**src/rtl/phy_seq_pkg.sv**
```systemverilog
`timescale 1ns/1ps
package phy_seq_pkg;
  localparam int CTRL_OFS  = 'h000;
  localparam int RC_EN_OFS = 'h024;
  localparam int B_REQ0    = 0;
  localparam int B_REQ1    = 1;
  localparam int B_ACK0    = 2;
  localparam int B_ACK1    = 3;
  localparam int B_RST     = 7;
  localparam int B_RC_EN   = 0;

  typedef enum logic [3:0] {
    S_IDLE, S_RD0, S_WR0, S_PL0, S_RD1, S_WR1, S_PL1,
    S_RDR, S_WRR, S_SET1, S_RDC, S_WRC, S_SET2, S_DONE, S_ERR
  } seq_st_e;

  typedef enum logic [1:0] {
    ERR_NONE = 2'd0,
    ERR_CLK0 = 2'd1,
    ERR_CLK1 = 2'd2
  } err_e;
endpackage

```
**src/rtl/phy_seq_cnt.sv**
```systemverilog
`timescale 1ns/1ps
module phy_seq_cnt #(
  parameter int W = 8
) (
  input  logic         clk_i,
  input  logic         rst_ni,
  input  logic         clr_i,
  output logic [W-1:0] cnt_o
);
  always_ff @(posedge clk_i or negedge rst_ni) begin
    if (!rst_ni)                cnt_o <= '0;
    else if (clr_i)             cnt_o <= '0;
    else if (cnt_o != {W{1'b1}}) cnt_o <= cnt_o + W'(1);
  end
endmodule

```
**src/rtl/phy_seq_bus.sv**
```systemverilog
`timescale 1ns/1ps
module phy_seq_bus #(
  parameter int ADDR_W = 16,
  parameter int DATA_W = 32
) (
  input  logic              clk_i,
  input  logic              rst_ni,
  input  logic              cmd_valid_i,
  input  logic              cmd_we_i,
  input  logic [ADDR_W-1:0] cmd_addr_i,
  input  logic [DATA_W-1:0] cmd_wdata_i,
  output logic              cmd_done_o,
  output logic              bus_req_o,
  output logic              bus_we_o,
  output logic [ADDR_W-1:0] bus_addr_o,
  output logic [DATA_W-1:0] bus_wdata_o,
  input  logic              bus_ack_i
);
  assign cmd_done_o = bus_req_o & bus_ack_i;

  always_ff @(posedge clk_i or negedge rst_ni) begin
    if (!rst_ni) begin
      bus_req_o   <= 1'b0;
      bus_we_o    <= 1'b0;
      bus_addr_o  <= '0;
      bus_wdata_o <= '0;
    end else if (bus_req_o) begin
      if (bus_ack_i) bus_req_o <= 1'b0;
    end else if (cmd_valid_i) begin
      bus_req_o   <= 1'b1;
      bus_we_o    <= cmd_we_i;
      bus_addr_o  <= cmd_addr_i;
      bus_wdata_o <= cmd_wdata_i;
    end
  end
endmodule

```
**src/rtl/phy_clk_seq.sv**
```systemverilog
`timescale 1ns/1ps
module phy_clk_seq
  import phy_seq_pkg::*;
#(
  parameter int ADDR_W      = 16,
  parameter int DATA_W      = 32,
  parameter int CLK_MHZ     = 125,
  parameter int SETTLE_US   = 1,
  parameter int TIMEOUT_CYC = 50000,
  parameter logic [ADDR_W-1:0] PHY_BASE = 'h0000,
  parameter logic [ADDR_W-1:0] RC_BASE  = 'h1000
) (
  input  logic              clk_i,
  input  logic              rst_ni,
  input  logic              start_i,
  output logic              done_o,
  output logic              err_o,
  output logic [1:0]        err_stage_o,
  output logic              bus_req_o,
  output logic              bus_we_o,
  output logic [ADDR_W-1:0] bus_addr_o,
  output logic [DATA_W-1:0] bus_wdata_o,
  input  logic [DATA_W-1:0] bus_rdata_i,
  input  logic              bus_ack_i
);
  localparam int SETTLE_CYC = (CLK_MHZ * SETTLE_US < 1) ? 1 : CLK_MHZ * SETTLE_US;
  localparam int LIM_MAX    = (TIMEOUT_CYC > SETTLE_CYC) ? TIMEOUT_CYC : SETTLE_CYC;
  localparam int CNT_W      = $clog2(LIM_MAX + 2);
  localparam logic [CNT_W-1:0] TMO_LIM = CNT_W'(TIMEOUT_CYC);
  localparam logic [CNT_W-1:0] SET_LIM = CNT_W'(SETTLE_CYC - 1);
  localparam logic [ADDR_W-1:0] CTRL_ADDR = PHY_BASE + ADDR_W'(CTRL_OFS);
  localparam logic [ADDR_W-1:0] RC_ADDR   = RC_BASE + ADDR_W'(RC_EN_OFS);
  localparam logic [DATA_W-1:0] ONE = DATA_W'(1);

  seq_st_e            st_q, st_d;
  err_e               err_q, err_d;
  logic [DATA_W-1:0]  shadow_q;
  logic [CNT_W-1:0]   cnt;
  logic               cnt_clr;
  logic               cmd_valid, cmd_we, cmd_done, need_bus;
  logic [ADDR_W-1:0]  cmd_addr;
  logic [DATA_W-1:0]  cmd_wdata;

  phy_seq_cnt #(.W(CNT_W)) u_cnt (
    .clk_i  (clk_i),
    .rst_ni (rst_ni),
    .clr_i  (cnt_clr),
    .cnt_o  (cnt)
  );

  phy_seq_bus #(.ADDR_W(ADDR_W), .DATA_W(DATA_W)) u_bus (
    .clk_i       (clk_i),
    .rst_ni      (rst_ni),
    .cmd_valid_i (cmd_valid),
    .cmd_we_i    (cmd_we),
    .cmd_addr_i  (cmd_addr),
    .cmd_wdata_i (cmd_wdata),
    .cmd_done_o  (cmd_done),
    .bus_req_o   (bus_req_o),
    .bus_we_o    (bus_we_o),
    .bus_addr_o  (bus_addr_o),
    .bus_wdata_o (bus_wdata_o),
    .bus_ack_i   (bus_ack_i)
  );

  // Bus command decode per state
  always_comb begin
    need_bus  = 1'b1;
    cmd_we    = 1'b0;
    cmd_addr  = CTRL_ADDR;
    cmd_wdata = shadow_q;
    unique case (st_q)
      S_RD0, S_PL0, S_RD1, S_PL1, S_RDR: ;
      S_WR0: begin cmd_we = 1'b1; cmd_wdata = shadow_q | (ONE << B_REQ0); end
      S_WR1: begin cmd_we = 1'b1; cmd_wdata = shadow_q | (ONE << B_REQ1); end
      S_WRR: begin cmd_we = 1'b1; cmd_wdata = shadow_q & ~(ONE << B_RST); end
      S_RDC: cmd_addr = RC_ADDR;
      S_WRC: begin cmd_we = 1'b1; cmd_addr = RC_ADDR; cmd_wdata = shadow_q | (ONE << B_RC_EN); end
      default: need_bus = 1'b0;
    endcase
    cmd_valid = need_bus & ~bus_req_o;
  end

  // Sequence control
  always_comb begin
    st_d    = st_q;
    err_d   = err_q;
    cnt_clr = 1'b0;
    unique case (st_q)
      S_IDLE, S_DONE, S_ERR:
        if (start_i) begin
          st_d  = S_RD0;
          err_d = ERR_NONE;
        end
      S_RD0: if (cmd_done) st_d = S_WR0;
      S_WR0: if (cmd_done) begin st_d = S_PL0; cnt_clr = 1'b1; end
      S_PL0:
        if (cmd_done) begin
          if (bus_rdata_i[B_ACK0])  st_d = S_RD1;
          else if (cnt >= TMO_LIM) begin st_d = S_ERR; err_d = ERR_CLK0; end
        end
      S_RD1: if (cmd_done) st_d = S_WR1;
      S_WR1: if (cmd_done) begin st_d = S_PL1; cnt_clr = 1'b1; end
      S_PL1:
        if (cmd_done) begin
          if (bus_rdata_i[B_ACK1])  st_d = S_RDR;
          else if (cnt >= TMO_LIM) begin st_d = S_ERR; err_d = ERR_CLK1; end
        end
      S_RDR: if (cmd_done) st_d = S_WRR;
      S_WRR: if (cmd_done) begin st_d = S_SET1; cnt_clr = 1'b1; end
      S_SET1: if (cnt >= SET_LIM) st_d = S_RDC;
      S_RDC: if (cmd_done) st_d = S_WRC;
      S_WRC: if (cmd_done) begin st_d = S_SET2; cnt_clr = 1'b1; end
      S_SET2: if (cnt >= SET_LIM) st_d = S_DONE;
      default: st_d = S_IDLE;
    endcase
  end

  always_ff @(posedge clk_i or negedge rst_ni) begin
    if (!rst_ni) begin
      st_q     <= S_IDLE;
      err_q    <= ERR_NONE;
      shadow_q <= '0;
    end else begin
      st_q  <= st_d;
      err_q <= err_d;
      if (cmd_done && !bus_we_o) shadow_q <= bus_rdata_i;
    end
  end

  assign done_o      = (st_q == S_DONE);
  assign err_o       = (st_q == S_ERR);
  assign err_stage_o = err_q;
endmodule

```
**config.mk**
```make
export PLATFORM = sky130hd
export DESIGN_NAME = phy_clk_seq
export DESIGN_NICKNAME = d
export VERILOG_FILES = /design/src/rtl/phy_seq_pkg.sv /design/src/rtl/phy_seq_cnt.sv /design/src/rtl/phy_seq_bus.sv /design/src/rtl/phy_clk_seq.sv
export SDC_FILE = /design/constraint.sdc
export NUM_CORES = 1
export LEC_CHECK = 0
export CAP_MARGIN = 20
export CORE_AREA = 2 2 88 111
export CTS_CLUSTER_DIAMETER = 200
export CTS_CLUSTER_SIZE = 20
export DETAILED_ROUTE_END_ITERATION = 8
export DIE_AREA = 0 0 90 113
export GPL_ROUTABILITY_DRIVEN = 0
export PLACE_DENSITY = 0.89
export SYNTH_ARGS = -nofsm -noshare
export SYNTH_HDL_FRONTEND = slang
export SYNTH_HIERARCHICAL = 1
export SYNTH_SLANG_ARGS = --single-unit
```
**constraint.sdc**
```tcl
create_clock -name clk_i -period 2.9 [get_ports clk_i]
set_clock_uncertainty 0.1 [all_clocks]
set_input_delay 0.435 -clock clk_i [delete_from_list [all_inputs] [get_ports clk_i]]
set_output_delay 0.435 -clock clk_i [all_outputs]
set_load 0.02 [all_outputs]
```
==> results of run 1 <==
-- cell families (layout without fill, tap and decap cells) --
group | count (synthesis) | after routing | share of synthesized area
compound gates | 52 | 52 | 0.0820
xor+xnor | 3 | 3 | 0.00563
fa+ha+maj | 1 | 1 | 0.00268
buf+inv | 27 | 121 | 0.0316
flops | 104 | 104 | 0.558
mux | 83 | 83 | 0.209
other cells | 1 | 13 | 0.000804
simple gates | 92 | 92 | 0.111
-- flip-flops by register name (all words and copies together) (netlist names) --
register,count
u_bus/bus_req_o,1
shadow_q,32
st_q,4
u_bus/bus_addr_o,16
u_bus/bus_we_o,1
err_stage_o,2
u_cnt/cnt_o,16
u_bus/bus_wdata_o,32
-- layout by cell type (no fill, tap or decap), drive strengths merged, types with 2 or more instances in the layout --
master	n
nor2	24
o41ai	2
nand3	7
inv	10
nor3	14
clkinv	4
o22ai	5
nor4	4
nand2b	3
a211oi	4
and2	4
buf	9
xnor2	2
nor2b	3
and3b	2
o31ai	2
nand2	11
or4	3
clkdlybuf4s50	88
and3	3
nor3b	2
or2	2
a31oi	4
conb	13
a2bb2oi	2
nand4	6
mux2	82
o21ai	9
clkbuf	9
dfrtp	104
a21oi	9
-- metrics by stage --
stage / std cells / util / cell area, µm² / hold slack, ns / power [mW]
global route: 592 / 0.662 / 6010 / 0.181 / 7.43
global placement: 576 / 0.631 / 5730 / 0.363 / 5.75
floorplan: 375 / - / 4710 / 0.0394 / 4.71
CTS: 592 / 0.662 / 6010 / 0.136 / 7.09
detailed placement: 576 / 0.631 / 5730 / 0.374 / 5.91
finish: 592 / 0.662 / 6010 / 0.101 / 7.04
-- worst paths after layout --
kind,depth (start not counted),slack (ns),end,startpoint
worst max-delay path,3,0.30,done_o,st_q[0]$_DFFE_PN0P_
worst min-delay path,1,0.10,shadow_q[22]$_DFFE_PN0P_,rst_ni
worst max register to register,7,0.58,u_cnt/cnt_o[8]$_DFFE_PN0P_,st_q[0]$_DFFE_PN0P_
worst min register to register,1,0.39,shadow_q[20]$_DFFE_PN0P_,shadow_q[20]$_DFFE_PN0P_
max in group asynchronous,2,1.82,u_cnt/cnt_o[4]$_DFFE_PN0P_,rst_ni
min in group clk_i,1,0.39,shadow_q[20]$_DFFE_PN0P_,shadow_q[20]$_DFFE_PN0P_
-- final cells by class --
class	instances	area share
Clock buffer	9	0.0375
Clock inverter	7	0.00916
Inverter	8	0.00500
Multi-Input combinational cell	244	0.328
Sequential cell	104	0.433
Tap cell	123	0.0256
Timing Repair Buffer	97	0.162
-- power by group through the flow --
stage	combinational [mW]	clock (mW)	sequential (mW)
global placement	3.09	0	2.66
CTS	3.22	1.16	2.71
detailed placement	3.20	0	2.71
floorplan	1.73	0	2.98
finish	3.20	1.13	2.71
global route	3.41	1.22	2.80
-- worst max-delay path, cell delays in order (launching register included) --
cell	delay, ns
dfrtp_1	0.66
nand2b_1	0.22
nor2_1	0.21
clkdlybuf4s50_1	0.63
-- per-layer routing --
metal,GRT usage,vias up
met5,0,-
met4,0.0656,0
met3,0.0672,13
met1,0.247,1635
met2,0.342,122
li1,-,1517
==> results.rst, run 1 <==
.. list-table::
   :header-rows: 1

   * - Metric
     - Value
   * - Run status
     - finished clean
   * - Arrival time reported for the critical path endpoint
     - 2.07 ns
   * - Pin slew with the least headroom to its limit
     - 0.834 ns
   * - Number of different library cells in the post-synthesis netlist
     - between 60 and 70
   * - Met3 routed wirelength
     - 796 µm
   * - Number of port buffers
     - 89
   * - Detailed-placement wirelength estimate
     - 6820 µm
   * - Clock slew seen by the registers of the worst setup and hold paths
     - 0.07 ns
   * - Post-CTS Resized
     - 0
   * - Final-report max-slew violation count
     - 0
   * - Die Footprint
     - 10200 µm²
   * - Post-layout nets
     - 501
   * - Setup Total Neg Slack
     - 0 ns
   * - Unrepaired setup endpoints after global routing
     - no
   * - Biggest fanout along the worst timing path
     - 16
   * - Maximum number of pins on one net before global-route repair
     - 72
   * - Final cycle utilization of the critical path
     - 0.897
   * - # Post-CTS Setup Buffers
     - 0
   * - Uppermost layer routed
     - met4
   * - Gr usage total
     - 0.202
   * - Sequential Power Share
     - 0.385
   * - Vias in the first global route
     - 3444
   * - Number of hold violations in the final report
     - 0
   * - Detailed-route wire length
     - 10000 µm
   * - Number of cells produced by synthesis
     - between 300 and 400
   * - Post-synth top cells
     - 104 x dfrtp_1, 68 x mux2_2, 23 x nor2_1
   * - Power per cell area
     - 1170 nW/µm²
   * - Via-per-instance ratio
     - between 5 and 6
   * - DRC marker count from the first detailed-route iteration
     - 282
   * - Fill cell count
     - 680
   * - Clk sinks
     - 104
   * - Height of the die
     - 113 µm
   * - Post-DRT Antenna Nets
     - 0
   * - Total length of routed met2 wires
     - 5070 µm
   * - Total congestion overflow after global routing
     - 0
   * - # H-tree levels
     - 3
   * - Global-route wire length before repair
     - approximately 17000 µm
   * - Post-route DRC violation count
     - 0
   * - EDFF count, synth
     - 0
   * - Diode insertion count for antenna repair
     - 0
   * - Number of top-level pins
     - 90
   * - Root buffer cell
     - clkbuf_16
   * - Switching Power
     - around 2.6 mW
   * - Critical path class
     - flop to primary output
   * - Multi-input gate area in the final layout
     - 1970 µm²
   * - Synthesized area per cell
     - about 13 µm²
   * - Fraction of registers with async set/reset
     - 1.00
   * - Cts bufs inserted
     - 9
   * - Achievable frequency
     - 384 MHz
   * - Required time reported for the critical path endpoint
     - ~2.4 ns
   * - Number of warnings reported in the yosys synthesis log
     - 6
   * - Die outline width
     - 90 µm
   * - Combinational cell fraction of total power
     - 0.454
   * - Sequential area share after synthesis
     - 0.558
   * - Sequential cell area
     - around 2600 µm²
   * - Maximum clock path buffer count
     - 2
   * - Number of max-cap violations
     - 0
   * - TritonCTS clock tree
     - yes
   * - Critical path startpoint category
     - flop
   * - Pre-CTS WS
     - 0.482 ns
   * - IR Drop Worst-Case VDD
     - 0.743 mV
   * - Type of destination of the critical path
     - primary output
   * - Hold buffers post-CTS
     - 0
   * - Post-synthesis instance area
     - approximately 4700 µm²
   * - Switching share of power
     - 0.363
   * - Internal portion of total power
     - about 4.5 mW
   * - Clk pwr share
     - 0.161
   * - Met1 Wirelength
     - 3990 µm
   * - Worst hold path class
     - primary input to async pin
   * - Layout cell share with drive strength beyond 1
     - 0.249
   * - Area overhead of the layout relative to synthesis
     - 28.8%
   * - Synthesized flop and latch total
     - roughly 100
   * - Min Clock Period, post-route
     - 2.60 ns
   * - Floorplan Core Area
     - 9080 µm²
   * - Count leader, synth
     - dfrtp_1
   * - Flip-flop cell with the highest count after synthesis
     - dfrtp_1
   * - Setup Viol. Count Final
     - 0
   * - Worst-case setup margin in the final layout
     - 0.299 ns
   * - Worst skew pair latency
     - 0.34 ns
   * - Initial core utilization
     - 0.514
   * - Portion of synthesized cell area occupied by the leading cell type
     - 0.558
   * - DRT Pass-1 Iters
     - 7
   * - Slew headroom
     - 0.444
   * - Per-cell routed wire length
     - 16.9 µm
   * - Total via count after detailed routing
     - around 3300
   * - Initial antenna violation count
     - 0
   * - # rows
     - 39
   * - Leading cell types by total area after synthesis
     - dfrtp_1 56%, mux2_2 16%, mux2_4 3.5%, nor2_1 1.8%, nor3_1 1.5%
   * - Leakage power of the design
     - 2.46 nW
   * - Leading area contributor after synthesis
     - dfrtp_1
Power figures use the tool's default switching activity.
==> run 2, diff against run 1 <==
CELL_PAD_IN_SITES_DETAIL_PLACEMENT = 0   (was default)
CELL_PAD_IN_SITES_GLOBAL_PLACEMENT = 1   (was default)
CORE_AREA = 2 2 98 123   (was 2 2 88 111)
DIE_AREA = 0 0 100 125   (was 0 0 90 113)
==> run 2 against run 1 <==
Effect of this change: sequential share of layout area is 0.46 points lower; core utilization is 13 points lower; hold slack better by 0.29 ns; critical path depth stayed put; power is 0.76% higher; sequential power is 2% lower; via count is 0.73% lower; critical path type unchanged; largest power group unchanged.
==> results.rst, run 2 (synthesis gave the netlist of run 1 again) <==
.. list-table::
   :header-rows: 1

   * - Metric
     - Value
   * - Maximum number of pins on one net before global-route repair
     - 65 (was 72)
   * - Required time reported for the critical path endpoint
     - 2.37 ns (about the same)
   * - Worst skew pair latency
     - 0.34 ns (about the same)
   * - Final cycle utilization of the critical path
     - 0.865 (was 0.897)
   * - Root buffer cell
     - clkbuf_16 (unchanged)
   * - Gr usage total
     - 0.164 (was 0.202)
   * - Via-per-instance ratio
     - 5.38 (was 5.55)
   * - Switching Power
     - 2.51 mW (was 2.55 mW)
   * - Floorplan Core Area
     - 11500 µm² (was 9080 µm²)
   * - Number of hold violations in the final report
     - 0 (unchanged)
   * - Post-CTS Resized
     - 0 (unchanged)
   * - Number of top-level pins
     - 90 (unchanged)
   * - CP cell instances
     - nand2_1 > nor2_1 > clkdlybuf4s50_1 (was nand2b_1 > nor2_1 > clkdlybuf4s50_1)
   * - Number of port buffers
     - 89 (unchanged)
   * - Post-DRT Antenna Nets
     - 0 (unchanged)
   * - Worst hold path class
     - flop to flop (was primary input to async pin)
   * - Initial antenna violation count
     - 0 (unchanged)
   * - Min Clock Period, post-route
     - 2.51 ns (was 2.60 ns)
   * - Run status
     - finished clean (unchanged)
   * - Type of destination of the critical path
     - primary output (unchanged)
   * - Switching share of power
     - 0.354 (was 0.363)
   * - Most used cells in the layout excluding fill and tap cells
     - 104 x dfrtp_1, 88 x clkdlybuf4s50_1, 68 x mux2_2 (unchanged)
   * - # rows
     - 44 (was 39)
   * - DRT Pass-1 Iters
     - 4 (was 7)
   * - Slowest stage cell, crit path
     - clkdlybuf4s50_1 (was dfrtp_1)
   * - Sequential Power Share
     - 0.374 (was 0.385)
   * - Critical Path Stages
     - 3 (unchanged)
   * - Pre-CTS WS
     - 0.547 ns (was 0.482 ns)
   * - Multi-input gate area in the final layout
     - 1970 µm² (unchanged)
   * - Area overhead of the layout relative to synthesis
     - 30.1% (was 28.8%)
   * - Clk sinks
     - 104 (unchanged)
   * - Critical path class
     - flop to primary output (unchanged)
   * - Achievable frequency
     - 399 MHz (was 384 MHz)
   * - Clk pwr share
     - 0.173 (was 0.161)
   * - Post-layout nets
     - 502 (was 501)
   * - Setup Viol. Count Final
     - 0 (unchanged)
   * - Die Footprint
     - 12500 µm² (was 10200 µm²)
   * - Largest registers ranked by flip-flop count
     - shadow_q: 32 flops, u_bus/bus_wdata_o: 32 flops (unchanged)
   * - Sequential cell area
     - 2600 µm² (unchanged)
   * - Maximum clock path buffer count
     - 2 (unchanged)
   * - Die outline width
     - 100 µm (was 90 µm)
   * - Pin slew with the least headroom to its limit
     - 0.619 ns (was 0.834 ns)
   * - Unrepaired setup endpoints after global routing
     - no (unchanged)
   * - TritonCTS clock tree
     - yes (unchanged)
   * - Layout cell share with drive strength beyond 1
     - 0.247 (was 0.249)
   * - Detailed-route wire length
     - 9670 µm (was 10000 µm)
   * - Max stage delay on crit path
     - 0.64 ns (was 0.66 ns)
   * - Setup Total Neg Slack
     - 0 ns (unchanged)
   * - DRC marker count from the first detailed-route iteration
     - 182 (was 282)
   * - IR Drop Worst-Case VDD
     - 0.672 mV (was 0.743 mV)
   * - Height of the die
     - 125 µm (was 113 µm)
   * - Combinational cell fraction of total power
     - 0.453 (was 0.454)
   * - Fill cell count
     - 1007 (was 680)
   * - Post-route DRC violation count
     - 0 (unchanged)
   * - Total congestion overflow after global routing
     - 0 (unchanged)
   * - Cell depth of the worst min-delay path
     - 1
   * - Arrival time reported for the critical path endpoint
     - 1.97 ns (was 2.07 ns)
   * - Initial core utilization
     - 0.408 (was 0.514)
   * - Critical path startpoint category
     - flop (unchanged)
   * - Biggest fanout along the worst timing path
     - 13 (was 16)
   * - Clock slew seen by the registers of the worst setup and hold paths
     - 0.07 ns (about the same)
   * - Number of buffer and inverter instances along the worst setup path
     - 1 (unchanged)
   * - Final-report max-slew violation count
     - 0 (unchanged)
   * - Total via count after detailed routing
     - 3263 (was 3287)
   * - Hold buffers post-CTS
     - 1 (was 0)
   * - Diode insertion count for antenna repair
     - 0 (unchanged)
   * - Slew headroom
     - 0.588 (was 0.444)
   * - Worst-case setup margin in the final layout
     - 0.391 ns (was 0.299 ns)
   * - Internal portion of total power
     - 4.58 mW (was 4.48 mW)
   * - Detailed-placement wirelength estimate
     - 6620 µm (was 6820 µm)
   * - Most common cell after layout, fill and taps aside
     - dfrtp_1 (unchanged)
   * - Vias in the first global route
     - 3418 (was 3444)
   * - Delay-heaviest family, CP
     - buffers and inverters (was flip-flops)
   * - Per-cell routed wire length
     - 15.9 µm (was 16.9 µm)
   * - Leakage power of the design
     - 2.48 nW (was 2.46 nW)
   * - # Post-CTS Setup Buffers
     - 0 (unchanged)
   * - Cts bufs inserted
     - 9 (unchanged)
   * - Global-route wire length before repair
     - 16400 µm (was 16800 µm)
   * - Number of max-cap violations
     - 0 (unchanged)
   * - # H-tree levels
     - 3 (unchanged)
   * - Power per cell area
     - 1170 nW/µm² (about the same)
   * - Cell count of the worst reg-to-reg path
     - 6 (was 7)
-- run 2: changes by cell type in the layout (fill, tap and decap cells not counted), sizes merged --
| cell | before | now |
|---|---|---|
| bufinv | 0 | 1 |
| clkinv | 4 | 2 |
| dlygate4sd3 | 0 | 1 |
-- run 2: metal layers --
metal | vias up | GRT usage | wire length, µm
met3 | 11 | 0.0604 | 786
met5 | - | 0 | 0
li1 | 1515 | - | -
met2 | 101 | 0.262 | 4690
met1 | 1636 | 0.206 | 4090
met4 | 0 | 0.0532 | 109
-- run 2: power groups by stage --
| stage | Sequential, mW | Combinational [mW] | Clock (mW) |
|---|---|---|---|
| 5_1_grt | 2.75 | 3.45 | 1.32 |
| 6_report | 2.65 | 3.21 | 1.23 |
| 2_1_floorplan | 2.98 | 1.73 | 0 |
| 4_1_cts | 2.66 | 3.25 | 1.26 |
| 3_5_place_dp | 2.67 | 3.23 | 0 |
| 3_3_place_gp | 2.63 | 3.16 | 0 |
-- run 2: metrics by stage --
stage               std cells  instance area [µm²]  total power [mW]  hold WS, ns  utilization
finish                    607                 6070              7.09        0.387        0.530
global route              607                 6070              7.52        0.414        0.530
CTS                       607                 6070              7.17        0.390        0.530
detailed placement        591                 5760              5.90        0.358        0.503
global placement          591                 5760              5.80        0.347        0.503
floorplan                 375                 4710              4.71       0.0394            -
-- run 2: worst paths after layout --
kind                                                from  slack, ns                          endpoint
max in group asynchronous                         rst_ni       1.45  u_bus/bus_wdata_o[1]$_DFFE_PN0P_
worst min register to register  shadow_q[19]$_DFFE_PN0P_       0.39          shadow_q[19]$_DFFE_PN0P_
min in group asynchronous                         rst_ni       0.51          shadow_q[22]$_DFFE_PN0P_
worst max-delay path                 st_q[2]$_DFFE_PN0P_       0.39                             err_o
worst min-delay path            shadow_q[19]$_DFFE_PN0P_       0.39          shadow_q[19]$_DFFE_PN0P_
worst max register to register       st_q[3]$_DFFE_PN0P_       0.63               st_q[0]$_DFFE_PN0P_
-- run 2: final cells by class --
cell class,instances,area share
Clock buffer,9,0.0371
Clock inverter,6,0.0128
Inverter,8,0.00494
Multi-Input combinational cell,244,0.324
Sequential cell,104,0.429
Tap cell,138,0.0284
Timing Repair Buffer,98,0.164
==> run 3, diff against run 2 <==
RECOVER_POWER = 50   (was default)
==> run 3 against run 2 <==
Effect of this change: die area unchanged; sequential share of layout area about the same; count of clock-buffer cells in the layout unchanged.
==> results.rst, run 3 (synthesis gave the netlist of run 1 again) <==
.. list-table::
   :header-rows: 1

   * - Metric
     - Value
   * - Run status
     - finished clean (unchanged)
   * - Die Footprint
     - 12500 µm² (unchanged)
   * - Post-route DRC violation count
     - 0 (unchanged)
   * - Required time reported for the critical path endpoint
     - 2.37 ns (about the same)
   * - Die outline width
     - 100 µm (unchanged)
   * - Post-layout nets
     - 502 (unchanged)
   * - Total placed instance area
     - 5760 µm² (unchanged)
   * - Most used cells in the layout excluding fill and tap cells
     - 104 x dfrtp_1, 68 x mux2_2, 62 x clkdlybuf4s50_1 (was 104 x dfrtp_1, 88 x clkdlybuf4s50_1, 68 x mux2_2)
   * - DRC marker count from the first detailed-route iteration
     - 177 (was 182)
   * - Sequential cell area
     - 2600 µm² (unchanged)
   * - Floorplan Core Area
     - 11500 µm² (unchanged)
   * - Clk sinks
     - 104 (unchanged)
   * - Unrepaired setup endpoints after global routing
     - no (unchanged)
   * - # H-tree levels
     - 3 (unchanged)
   * - Cell count of the worst reg-to-reg path
     - 6 (unchanged)
   * - Initial antenna violation count
     - 0 (unchanged)
   * - Fill cell count
     - 1008 (was 1007)
   * - Maximum number of pins on one net before global-route repair
     - 65 (unchanged)
   * - Type of destination of the critical path
     - primary output (unchanged)
   * - Cell count after placement
     - 591 (unchanged)
   * - Setup Viol. Count Final
     - 0 (unchanged)
   * - Global-route wire length before repair
     - 16400 µm (unchanged)
   * - Number of port buffers
     - 89 (unchanged)
   * - Cell depth of the worst min-delay path
     - 1 (unchanged)
   * - Most common cell after layout, fill and taps aside
     - dfrtp_1 (unchanged)
   * - Number of top-level pins
     - 90 (unchanged)
   * - Total via count after detailed routing
     - 3242 (was 3263)
   * - TritonCTS clock tree
     - yes (unchanged)
   * - # rows
     - 44 (unchanged)
   * - IR Drop Worst-Case VDD
     - 0.662 mV (was 0.672 mV)
   * - # Post-CTS Setup Buffers
     - 0 (unchanged)
   * - Area overhead of the layout relative to synthesis
     - 30.1% (about the same)
   * - Min-Delay Startpoint
     - shadow_q[19]$_DFFE_PN0P_ (unchanged)
   * - Worst hold path class
     - flop to flop (unchanged)
   * - Critical path startpoint category
     - flop (unchanged)
   * - Power per cell area
     - 1150 nW/µm² (was 1170 nW/µm²)
   * - Post-CTS Resized
     - 0 (unchanged)
   * - Post-Layout Cell Count
     - 607 (unchanged)
   * - Final-report max-slew violation count
     - 0 (unchanged)
   * - Critical path class
     - flop to primary output (unchanged)
   * - Initial core utilization
     - 0.408 (unchanged)
   * - Final standard cell area without fillers
     - 6070 µm² (about the same)
   * - Multi-input gate area in the final layout
     - 1970 µm² (unchanged)
   * - Number of max-cap violations
     - 0 (unchanged)
   * - Via-per-instance ratio
     - 5.34 (was 5.38)
   * - Detailed-route wire length
     - 9640 µm (was 9670 µm)
   * - Final cycle utilization of the critical path
     - 0.850 (was 0.865)
   * - Met3 routed wirelength
     - 773 µm (was 786 µm)
   * - Hold buffers post-CTS
     - 1 (unchanged)
   * - Root buffer cell
     - clkbuf_16 (unchanged)
   * - Height of the die
     - 125 µm (unchanged)
   * - Clock slew seen by the registers of the worst setup and hold paths
     - 0.07 ns (about the same)
   * - Total congestion overflow after global routing
     - 0 (unchanged)
   * - Layout cell share with drive strength beyond 1
     - 0.245 (was 0.247)
   * - Gr usage total
     - 0.164 (unchanged)
   * - Biggest fanout along the worst timing path
     - 13 (unchanged)
   * - Slew headroom
     - 0.307 (was 0.588)
   * - Diode insertion count for antenna repair
     - 0 (unchanged)
   * - Worst skew pair latency
     - 0.34 ns (about the same)
   * - Number of hold violations in the final report
     - 0 (unchanged)
   * - Worst reg2reg endpoint
     - u_bus/bus_wdata_o[9]$_DFFE_PN0P_ (was st_q[0]$_DFFE_PN0P_)
   * - Pin slew with the least headroom to its limit
     - 1.04 ns (was 0.619 ns)
   * - Maximum clock path buffer count
     - 2 (unchanged)
   * - Arrival time reported for the critical path endpoint
     - 1.93 ns (was 1.97 ns)
   * - Min Clock Period, post-route
     - 2.46 ns (was 2.51 ns)
   * - Leakage power of the design
     - 2.50 nW (was 2.48 nW)
   * - Largest registers ranked by flip-flop count
     - shadow_q: 32 flops, u_bus/bus_wdata_o: 32 flops (unchanged)
   * - Cts bufs inserted
     - 9 (unchanged)
   * - Met1 Wirelength
     - 4090 µm (about the same)
   * - Worst reg-to-reg setup slack
     - 0.54 ns (was 0.63 ns)
   * - DRT Pass-1 Iters
     - 4 (unchanged)
   * - Achievable frequency
     - 406 MHz (was 399 MHz)
   * - Reg-to-Reg Start
     - st_q[2]$_DFFE_PN0P_ (was st_q[3]$_DFFE_PN0P_)
   * - Post-DRT Antenna Nets
     - 0 (unchanged)
   * - Vias in the first global route
     - 3418 (unchanged)
   * - Setup Total Neg Slack
     - 0 ns (unchanged)
   * - Detailed-placement wirelength estimate
     - 6620 µm (unchanged)
   * - Per-cell routed wire length
     - 15.9 µm (about the same)
   * - Worst Hold Endpoint
     - shadow_q[19]$_DFFE_PN0P_ (unchanged)
   * - Total length of routed met2 wires
     - 4670 µm (was 4690 µm)
   * - Uppermost layer routed
     - met4 (unchanged)
==> run 3: worst max-delay path: stages (launching register included) <==
cell and delay [ns]:
dfrtp_1 0.59, nand2_1 0.15, nor2_1 0.21, clkdlybuf4s50_1 0.64
==> run 3: metal layers <==
layer / GRT usage / vias to the layer above
met2: 0.262 / 96
met4: 0.0532 / 0
met1: 0.206 / 1620
met5: 0 / -
li1: - / 1517
met3: 0.0604 / 9
==> run 3: power breakdown <==
part           switching (mW)  internal, mW
sequential              0.484          2.16
combinational            1.47          1.68
clock                   0.549         0.680
total                    2.50          4.51
==> run 3: area by class of cell <==
cell class	count	area share
sequential	104	0.429
multi-input combinational	244	0.324
timing repair buffer	98	0.164
clock buffer	9	0.0371
tap	138	0.0284
clock inverter	6	0.0128
inverter	8	0.00495
==> run 3: through the flow <==
stage	hold WS (ns)	setup slack, ns	power, mW	util
2_1_floorplan	0.0394	0.792	4.71	-
3_3_place_gp	0.347	0.592	5.80	0.503
3_5_place_dp	0.358	0.547	5.90	0.503
4_1_cts	0.390	0.437	7.17	0.530
5_1_grt	0.414	0.335	7.45	0.530
6_report	0.387	0.435	7.01	0.530
==> run 3: worst max path at each step <==
stage	start	end	slack, ns	cells after the start
finish	st_q[2]$_DFFE_PN0P_	err_o	0.44	3
detailed placement	bus_ack_i	st_q[0]$_DFFE_PN0P_	0.55	7
global placement	bus_ack_i	st_q[0]$_DFFE_PN0P_	0.59	7
global route	st_q[2]$_DFFE_PN0P_	u_bus/bus_wdata_o[16]$_DFFE_PN0P_	0.33	6
CTS	st_q[2]$_DFFE_PN0P_	err_o	0.44	3
floorplan	st_q[1]$_DFFE_PN0P_	u_bus/bus_addr_o[0]$_DFFE_PN0P_	0.79	8
